## src/rtl/arbx_pkg.sv

```systemverilog
package arbx_pkg;

   typedef enum logic [1:0] {
      ST_IDLE  = 2'd0,
      ST_OFFER = 2'd1,
      ST_HELD  = 2'd2
   } arb_state_e;

   // modular add for small values, both operands below n
   function automatic int wrap_add(input int base, input int step, input int n);
      int s;
      s = base + step;
      return (s >= n) ? s - n : s;
   endfunction

endpackage

```

## src/rtl/arbx_picker.sv

```systemverilog
module arbx_picker
   import arbx_pkg::*;
#(
   parameter int N  = 3,
   parameter int IW = 2
) (
   input  logic [N-1:0]  req,
   input  logic [IW-1:0] top,
   output logic [N-1:0]  win,
   output logic [IW-1:0] win_idx,
   output logic          any
);

   // scan from the top-ranked master around the ring
   always_comb begin
      win     = '0;
      win_idx = '0;
      any     = 1'b0;
      for (int k = 0; k < N; k++) begin : g_scan
         int idx;
         idx = wrap_add(int'(top), k, N);
         if (!any && req[idx]) begin
            any      = 1'b1;
            win_idx  = IW'(idx);
            win[idx] = 1'b1;
         end
      end
   end

   always_comb begin
      if (any) begin
         AST_PICK_ONE_REQUESTER: assert ($onehot(win) && ((win & ~req) == '0));
      end
   end

endmodule

```

## src/rtl/arbx_rotor.sv

```systemverilog
module arbx_rotor #(
   parameter int N  = 3,
   parameter int IW = 2
) (
   input  logic          clk,
   input  logic          rst_n,
   input  logic          adv,
   output logic [IW-1:0] top
);

   localparam logic [IW-1:0] LAST = IW'(N - 1);

   always_ff @(posedge clk or negedge rst_n) begin
      if (!rst_n)        top <= '0;
      else if (adv)      top <= (top == LAST) ? '0 : top + 1'b1;
   end

   AST_ROTOR_RANGE: assert property (@(posedge clk) disable iff (!rst_n)
      top <= LAST);

endmodule

```

## src/rtl/arbx_tenure.sv

```systemverilog
module arbx_tenure
   import arbx_pkg::*;
#(
   parameter int N  = 3,
   parameter int IW = 2
) (
   input  logic          clk,
   input  logic          rst_n,
   input  logic [N-1:0]  req_i,
   input  logic [N-1:0]  ack_i,
   input  logic          pick_any,
   input  logic [IW-1:0] pick_idx,
   output logic [N-1:0]  gnt_o,
   output logic          rel_o
);

   arb_state_e    state;
   logic [IW-1:0] owner;
   logic          own_ack;

   assign own_ack = ack_i[owner];

   always_ff @(posedge clk or negedge rst_n) begin
      if (!rst_n) begin
         state <= ST_IDLE;
         owner <= '0;
      end else begin
         unique case (state)
            ST_IDLE: if (pick_any) begin
               owner <= pick_idx;
               state <= ST_OFFER;
            end
            ST_OFFER: if (own_ack)  state <= ST_HELD;
            ST_HELD:  if (!own_ack) state <= ST_IDLE;
            default:  state <= ST_IDLE;
         endcase
      end
   end

   assign gnt_o = (state == ST_OFFER) ? (N'(1) << owner) : '0;
   assign rel_o = (state == ST_HELD) && !own_ack;

   AST_IDLE_SERVE: assert property (@(posedge clk) disable iff (!rst_n)
      (state == ST_IDLE && |req_i) |=> $onehot(gnt_o));

   for (genvar i = 0; i < N; i++) begin : g_chk
      AST_GRANT_KEPT: assert property (@(posedge clk) disable iff (!rst_n)
         (gnt_o[i] && !ack_i[i]) |=> gnt_o[i]);
      AST_GRANT_DROP: assert property (@(posedge clk) disable iff (!rst_n)
         (gnt_o[i] && ack_i[i]) |=> (gnt_o == '0));
   end

endmodule

```

## src/rtl/rot_bus_arbiter.sv

```systemverilog
module rot_bus_arbiter #(
   parameter int N_MASTERS = 3
) (
   input  logic                 clk,
   input  logic                 rst_n,
   input  logic [N_MASTERS-1:0] req_i,
   input  logic [N_MASTERS-1:0] ack_i,
   output logic [N_MASTERS-1:0] gnt_o
);

   localparam int IW = (N_MASTERS > 1) ? $clog2(N_MASTERS) : 1;

   if (N_MASTERS < 2) begin : g_bad_n
      $error("rot_bus_arbiter: N_MASTERS must be at least 2");
   end
   if (N_MASTERS > 64) begin : g_big_n
      $error("rot_bus_arbiter: N_MASTERS above 64 is not supported");
   end

   logic [IW-1:0]        top;
   logic [N_MASTERS-1:0] win;
   logic [IW-1:0]        win_idx;
   logic                 any;
   logic                 rel;

   arbx_picker #(.N(N_MASTERS), .IW(IW)) i_picker (
      .req     (req_i),
      .top     (top),
      .win     (win),
      .win_idx (win_idx),
      .any     (any)
   );

   arbx_rotor #(.N(N_MASTERS), .IW(IW)) i_rotor (
      .clk   (clk),
      .rst_n (rst_n),
      .adv   (rel),
      .top   (top)
   );

   arbx_tenure #(.N(N_MASTERS), .IW(IW)) i_tenure (
      .clk      (clk),
      .rst_n    (rst_n),
      .req_i    (req_i),
      .ack_i    (ack_i),
      .pick_any (any),
      .pick_idx (win_idx),
      .gnt_o    (gnt_o),
      .rel_o    (rel)
   );

   AST_ONE_GRANT: assert property (@(posedge clk) disable iff (!rst_n)
      $onehot0(gnt_o));
   AST_ORDER_FROZEN: assert property (@(posedge clk) disable iff (!rst_n)
      !rel |=> $stable(top));
   AST_ORDER_MOVES: assert property (@(posedge clk) disable iff (!rst_n)
      rel |=> !$stable(top));

endmodule

```

## config.mk

```make
export PLATFORM = sky130hd
export DESIGN_NAME = rot_bus_arbiter
export DESIGN_NICKNAME = d
export VERILOG_FILES = /design/src/rtl/arbx_pkg.sv /design/src/rtl/arbx_picker.sv /design/src/rtl/arbx_rotor.sv /design/src/rtl/arbx_tenure.sv /design/src/rtl/rot_bus_arbiter.sv
export SDC_FILE = /design/constraint.sdc
export NUM_CORES = 1
export LEC_CHECK = 0
export BUFFER_PORTS_ARGS = -buffer_cell sky130_fd_sc_hd__buf_2
export CAP_MARGIN = 20
export CORE_AREA = 4 4 41 43
export DETAILED_ROUTE_END_ITERATION = 8
export DIE_AREA = 0 0 45 47
export GPL_TIMING_DRIVEN = 0
export PLACE_DENSITY = 0.73
export SETUP_SLACK_MARGIN = 0.05
export SKIP_LAST_GASP = 1
export SLEW_MARGIN = 20
export SYNTH_ARGS = -nofsm -noshare
export SYNTH_HDL_FRONTEND = slang
export SYNTH_SLANG_ARGS = --single-unit
```

## constraint.sdc

```tcl
create_clock -name clk -period 2.2 [get_ports clk]
set_input_delay 0.11 -clock clk [delete_from_list [all_inputs] [get_ports clk]]
set_output_delay 0.11 -clock clk [all_outputs]
set_load 0.02 [all_outputs]
```

==> impl_metrics.env <==
export IMPL_async_flop_share_pct=100
export IMPL_finalClockSkew_ns=0.00718
export IMPL_hold_viol_final=0
export IMPL_cpPeakStageDelay_ns=0.39
export IMPL_cp_slowest_cell="dfrtp_1"
export IMPL_port_buffers=10
export IMPL_ys_flop_type="dfrtp_1"
export IMPL_cts_root_buf="clkbuf_4"
export IMPL_path_cells="inv_1 > ha_1 > buf_2 > nor2_1 > o311ai_0 > a32oi_1 > a32o_1"
export IMPL_synth_simple_area_share_pct=21.5
export IMPL_via_count=490
export IMPL_endpoint_kind="flop"
export IMPL_insertion_delay_ns=0.25
export IMPL_place_ws_ns=0.344
export IMPL_cp_required_ns=2.33
export IMPL_status="completed"
export IMPL_utilization_pct=52.5
export IMPL_cts_tree="done"
export IMPL_die_w_um=45
export IMPL_post_cts_buffers=0
export IMPL_dieArea_sq_um=2120
export IMPL_antenna_left=0
export IMPL_netlist_area_sq_um=582
export IMPL_finalSetupTns_ns=0
export IMPL_ys_seq_area_share_pct=25.8
export IMPL_overflow=0
export IMPL_yosys_warnings=0
export IMPL_maxSlewViolCount=0
export IMPL_cts_max_level=1
export IMPL_yosys_register_bits=6
export IMPL_first_global_vias=453
export IMPL_hpwl_um=950
export IMPL_rsz0062_at_grt="no"
export IMPL_drc=0
export IMPL_drtIter0Drc=11
export IMPL_finalSetupViolations=0
export IMPL_slew_headroom_pct=77.7
export IMPL_antenna_found_initial=0
export IMPL_vdd_ir_drop_max_mv=0.682
export IMPL_nets=88
export IMPL_start_kind="flop"
export IMPL_period_minus_slack_ns=1.88
export IMPL_p_total_uw=938
export IMPL_dp_cells=85
export IMPL_start_util_pct=44.7
export IMPL_worst_slew_pin_slew_ns=0.330
export IMPL_worstSetupPathType="reg -> reg"
export IMPL_yosysUniqueCellTypes=34
export IMPL_clkSinkCount=6
export IMPL_max_clock_path_buffers=2
export IMPL_cts_buffers=3
export IMPL_synth_xor_xnor_area_share_pct=0
export IMPL_post_drt_wl_per_cell_um=13.3
export IMPL_cts_resized_gates=0
export IMPL_avgViaCountPerCell=5.51
export IMPL_synthCells=60
export IMPL_power_leakage_uw=0.000327
export IMPL_cp_top_family="compound AO/OA/AOI/OAI gates"
export IMPL_diodes=0
export IMPL_boundaryPins=11
export IMPL_core_area_sq_um=1300
export IMPL_synth_nets=72
export IMPL_post_synth_cell_area_avg_sq_um=9.70
export IMPL_grt_max_degree=11
export IMPL_powerDensity_nw_per_um2=1370
export IMPL_setup_ws_ns=0.322
export IMPL_die_h_um=47
export IMPL_crit_arrival_ns=2.01
export IMPL_synth_adder_area_share_pct=8.60
export IMPL_firstDrtPassIters=4
export IMPL_fmax_ghz=0.533
export IMPL_syn2layout_area_growth_pct=17.4
export IMPL_gp_congestion=0.700
export IMPL_layoutNonFillerInstCount=89
export IMPL_synth_edff_count=0
export IMPL_min_path_type="in -> async"
export IMPL_grt_usage_pct=13.9
export IMPL_synth_compound_area_share_pct=25.8
export IMPL_muxShareOfSynthArea_pct=12.3
export IMPL_layout_drive_gt1_share_pct=28.4
export IMPL_row_count=13
export IMPL_grt_pass1_wl_um=2010
export IMPL_wl_um=1180
export IMPL_clkTransAtPathRegs_ns=0.05
export IMPL_synth_top_family_by_area="compound AO/OA/AOI/OAI gates"
export IMPL_path_max_fanout=10
export IMPL_n_fill_cell=123
export IMPL_cp_buffers_inverters=2
export IMPL_finalCritPeriodShare_pct=85.4
export IMPL_maxCapViolCount=0
[cell usage after synthesis (2+ instances only)]
library cell,n,share of area [%]
nor2_1,3,1.9
a32oi_1,2,3.0
mux2i_1,3,5.2
nor3b_1,2,2.6
mux2_4,2,5.2
dfrtp_1,6,26
inv_1,5,3.2
ha_1,4,8.6
nand2b_1,6,6.5
o21ai_0,2,1.7
a21oi_1,2,1.7
[cells in the final DEF (no fill, tap or decap), types with 2 or more instances in the layout]
cell type   n
ha_1        4
o21ai_0     2
nor3b_1     2
buf_2      11
a21oi_1     2
mux2_4      2
a32oi_1     2
nor2_1      3
clkbuf_4    3
inv_1       5
mux2i_1     3
dfrtp_1     6
nand2b_1    6
[repair_timing]
item                       in CTS  in global routing
hold buffers                    1                  0
hold endpoints to repair        6                  0
setup endpoints to repair       0                  0
[through the flow]
stage / hold WS, ns / cell area, sq um
final: 0.226 / 683
after global routing: 0.230 / 683
after CTS: 0.227 / 683
after detailed placement: -0.0618 / 651
after global placement: -0.0611 / 651
after floorplan: -0.186 / 582
[worst paths after layout]
path / slack [ns] / cells past startpoint / startpoint / end
min in group clk: 0.30 / 4 / ack_i[2] / i_tenure.state[1]
max in group asynchronous: 1.82 / 2 / rst_n / i_rotor.top[0]
worst max-delay path: 0.32 / 7 / i_rotor.top[0] / i_tenure.owner[1]
worst min-delay path: 0.23 / 2 / rst_n / i_tenure.owner[0]
worst min register to register: 0.49 / 1 / i_tenure.state[1] / i_tenure.state[0]
worst max register to register: 0.32 / 7 / i_rotor.top[0] / i_tenure.owner[1]
[state kept, by name (all words and copies together) (netlist names)]
signal and count:
i_rotor.top 2, i_tenure.state 2, i_tenure.owner 2
[final cells by class]
class	count	area, sq um	share of cell area (%)
clock buffer	3	22.5	3.30
tap	15	18.8	2.75
timing repair buffer	11	60.1	8.79
inverter	5	18.8	2.75
sequential	6	150	22.0
buffer	2	16.3	2.38
multi-input combinational	47	397	58.1
[kinds of logic (layout without fill, tap and decap cells)]
| logic type | count (synthesis) | after routing |
|---|---|---|
| buf+inv | 7 | 21 |
| mux | 6 | 6 |
| fa+ha+maj | 4 | 4 |
| simple gates | 19 | 19 |
| flops | 6 | 6 |
| compound gates | 18 | 18 |
[metal layers]
metal	track usage (%)	part of all wire, %	vias up
li1	-	-	256
met1	16.2	43	226
met2	22.0	52	6
met3	6.90	4.1	2
met4	5.26	0.85	0
met5	0	0	-
[power breakdown]
| group | switching (uW) | internal (uW) | total, uW |
|---|---|---|---|
| logic | 337 | 294 | 631 |
| clock network | 38.4 | 61.6 | 100 |
| registers | 48.8 | 158 | 207 |
| total | 425 | 514 | 938 |
No activity file was read; power rests on OpenSTA's default activity.
